## config.mk

```make
export PLATFORM = sky130hd
export DESIGN_NAME = stream_merge2
export DESIGN_NICKNAME = d
export VERILOG_FILES = /design/src/rtl/stream_merge2.sv
export SDC_FILE = /design/constraint.sdc
export NUM_CORES = 1
export LEC_CHECK = 0
export ABC_AREA = 0
export BUFFER_PORTS_ARGS = -buffer_cell sky130_fd_sc_hd__buf_4
export CAP_MARGIN = 25
export CORE_ASPECT_RATIO = 1.4
export CORE_MARGIN = 3
export CORE_UTILIZATION = 50
export DETAILED_ROUTE_END_ITERATION = 7
export HOLD_SLACK_MARGIN = 0.1
export PLACE_DENSITY_LB_ADDON = 0.05
export SYNTH_ARGS = -nofsm -noshare
export SYNTH_HDL_FRONTEND = slang
export SYNTH_SLANG_ARGS = --single-unit
```

## constraint.sdc

```tcl
create_clock -name clk -period 3.1 [get_ports clk]
set_input_delay 0.155 -clock clk [delete_from_list [all_inputs] [get_ports clk]]
set_output_delay 0.155 -clock clk [all_outputs]
set_load 0.02 [all_outputs]
```

## src/rtl/stream_merge2.sv

```systemverilog
module stream_merge2 #(
  parameter int W  = 8,
  parameter int AW = 2
) (
  input  logic          clk,
  input  logic          rst_n,
  input  logic          a_valid,
  input  logic [W-1:0]  a_data,
  input  logic          b_valid,
  input  logic [W-1:0]  b_data,
  output logic          out_valid,
  output logic [W-1:0]  out_data,
  output logic [AW:0]   occupancy,
  output logic          overflow
);
  localparam int DEPTH = 1 << AW;
  localparam int CW    = AW + 1;

  logic [W-1:0]  mem [DEPTH];
  logic [AW-1:0] rd_ptr;
  logic [CW-1:0] count;
  logic          ovf_q;

  logic          pop;
  logic [CW-1:0] base;
  logic          put_b;
  logic [AW-1:0] tail;
  logic [AW-1:0] slot_b;

  assign pop    = count != '0;
  assign base   = count - CW'(pop);
  assign put_b  = b_valid && ((base + CW'(a_valid)) < CW'(DEPTH));
  assign tail   = rd_ptr + count[AW-1:0];
  assign slot_b = tail + AW'(a_valid);

  always_ff @(posedge clk) begin
    if (!rst_n) begin
      rd_ptr <= '0;
      count  <= '0;
      ovf_q  <= 1'b0;
    end else begin
      rd_ptr <= rd_ptr + AW'(pop);
      count  <= base + CW'(a_valid) + CW'(put_b);
      ovf_q  <= ovf_q | (b_valid & ~put_b);
    end
  end

  always_ff @(posedge clk) begin
    if (a_valid) mem[tail]   <= a_data;
    if (put_b)   mem[slot_b] <= b_data;
  end

  assign out_valid = pop;
  assign out_data  = mem[rd_ptr];
  assign occupancy = count;
  assign overflow  = ovf_q;
endmodule

```

==> metrics.yaml <==
outcome: "complete, no violations"
yosysSeqAreaShare: 0.526
drtAntennaViolNets: 0
hold_buffers: 0
min_period_ns: 2.95
hold_viol: 0
drt_iter0_drc: 18
vdd_ir_drop_max_v: 0.000983
dp_hpwl_um: 2980
routed-via-count: 1190
syn_avg_cell_area_um2: 17.0
num_antenna_cells: 0
synth_cell_types: 25
finalNetCount: 194
critPathLaunchType: "flop"
clock_skew_ns: 0.00386
synth_seq_cells: 38
post_cts_buffers: 0
post-synth-top-area-fraction: 0.467
period_share: 0.953
layout_common_cells: "buf_4, mux2_2, edfxtp_1, mux4_1, inv_1"
power.internal_mw: 1.96
clock_path_buffers: 2
power.density_mw_per_mm2: 1260
cts_buffers: 5
p_leak_nw: 0.982
seq_power_share: 0.311
grt.overflow.total: 0
rsz0062_at_grt: "no"
synth_top_cell_by_area: "edfxtp_1"
grt_use_total: 0.185
synth_cells: 121
cp_max_fo: 9
slew_headroom: 0.776
fmax_mhz: 339
min_from: "rst_n"
gp_congestion: 0.766
reg2reg_from: "occupancy[2]$_SDFF_PN0_"
clk_latency_ns: 0.29
synth_nets: 148
p_total_mw: 3.17
dieArea_mm2: 0.00493
clkTransAtPathRegs_ns: 0.07
grt_first_pass_wirelength_um: 6370
pin_count: 33
swShare: 0.380
setup_violations: 0
max_cap_violations: 0
firstDrtPassIters: 3
yosysWarningCount: 0
antenna_found_initial: 0
fp.dieW_um: 60.2
grt_pass1_vias: 1272
use_met3: 0.0377
report.final.slew_viol_count: 0
p_clk_frac: 0.104
grt_start_max_net_pins: 13
cts_tree: "yes"
cts-root-buf: "clkbuf_8"
avgViaCountPerCell: 5.67
critPathKind: "reg -> reg"
syn2layout_area_growth_pct: 22.5
cts.sinks: 38
cp-end-kind: "flop"
final_layout_size_suffix_gt1_frac: 0.548
wire_per_inst_um: 19.0
syn_area_mm2: 0.00206
worstSetupStartpoint: "occupancy[2]$_SDFF_PN0_"
grt_use_met2: 0.331
grt_busiest_layer: "met2"
htreeDepth: 2
die_y_um: 81.9
drc: 0
required_ns: 3.14
port_buffers: 32
initial_utilization: 0.540
synth.area.top_cells: "edfxtp_1, mux2_2, mux4_1"
switching_power_mw: 1.20
final_common_cell: "buf_4"
core_mm2: 0.00381
hold_class: "in -> reg"
grtUsageMet1: 0.209
tns_ns: 0
tightest_slew_ns: 0.335
row_count: 26
finalWirelength_um: 3980
arrival_ns: 3.00
power_frac_comb: 0.586
-- logic make-up (layout without fill, tap and decap cells) --
logic type,count (synthesis),count (layout),synth area share
AOI/OAI and AO/OA,5,5,0.0170
xor gates and xnor gates,6,6,0.0487
adders and majority gates,7,7,0.0463
buffers and inverters,9,56,0.0201
DFF,38,38,0.526
muxes,40,40,0.278
and+or+nand+nor,16,16,0.0645
-- critical path, stage by stage (launching register included) --
cell and delay, ns:
dfxtp_1 0.33, or3_4 0.40, ha_1 0.27, inv_1 0.05, ha_1 0.13, inv_1 0.05, fa_1 0.37, xnor3_2 0.26
nand2_2 0.11, nor3_4 0.23, buf_12 0.16, mux2_2 0.34
-- Yosys cell counts --
cell type / number
clkbuf_1: 1
or3_1: 1
mux4_1: 8
o21ai_0: 2
nand3_4: 2
o21a_1: 1
fa_1: 1
and2_1: 5
xnor3_1: 1
a31o_2: 2
nor2b_1: 1
ha_1: 6
xor2_1: 1
dfxtp_1: 6
edfxtp_1: 32
inv_1: 7
and2_0: 1
mux2_2: 32
xnor2_1: 2
nor2_1: 1
xnor2_4: 1
buf_6: 1
nand2_1: 3
xnor3_2: 1
nor3_4: 2
-- sequential cells by signal (all words and copies together), names as in the netlist --
signal and flops:
occupancy 3, rd_ptr 2, overflow 1, mem 32
-- per-stage QoR --
step                hold slack [ns]  cells  utilization  setup slack (ns)  area [um2]
global route                  0.124    210        0.661            0.0147        2520
floorplan                     0.273    121            -           -0.0706        2060
detailed placement            0.415    202        0.635            0.0404        2420
finish                        0.112    210        0.661             0.146        2520
CTS                           0.109    210        0.658            0.0150        2500
global placement              0.404    202        0.635             0.105        2420
-- power by group through the flow --
stage	logic, mW	registers, mW	clock network [mW]
2_1_floorplan	1.22	0.995	0
3_3_place_gp	1.81	0.987	0
3_5_place_dp	1.84	0.999	0
4_1_cts	1.85	0.988	0.340
5_1_grt	2.00	1.00	0.365
6_report	1.85	0.984	0.328
-- per-layer routing --
| metal | share of wire | vias up |
|---|---|---|
| li1 | - | 565 |
| met1 | 0.37 | 595 |
| met2 | 0.58 | 25 |
| met3 | 0.036 | 5 |
| met4 | 0.017 | 0 |
| met5 | 0 | - |
-- worst paths after layout --
check,to,slack (ns),cells after the start
setup / recovery,mem[1][1]$_DFFE_PP_,0.15,11
hold / removal,overflow$_SDFF_PN0_,0.11,2
setup reg to reg,mem[1][1]$_DFFE_PP_,0.15,11
hold reg to reg,overflow$_SDFF_PN0_,0.48,1
-- repair_timing --
item / CTS / global route
setup endpoints to repair: 0 / 64
resized for setup: 0 / 5
hold endpoints to repair: 0 / 0
-- area by class of cell --
type / instances / area, um2
Fill cell: 299 / 1290
Tap cell: 42 / 52.6
Clock inverter: 3 / 16.3
Multi-Input combinational cell: 74 / 952
Clock buffer: 5 / 68.8
Inverter: 7 / 26.3
Sequential cell: 38 / 1080
Timing Repair Buffer: 41 / 320
Note: power is estimated with default switching activity, not from simulation.
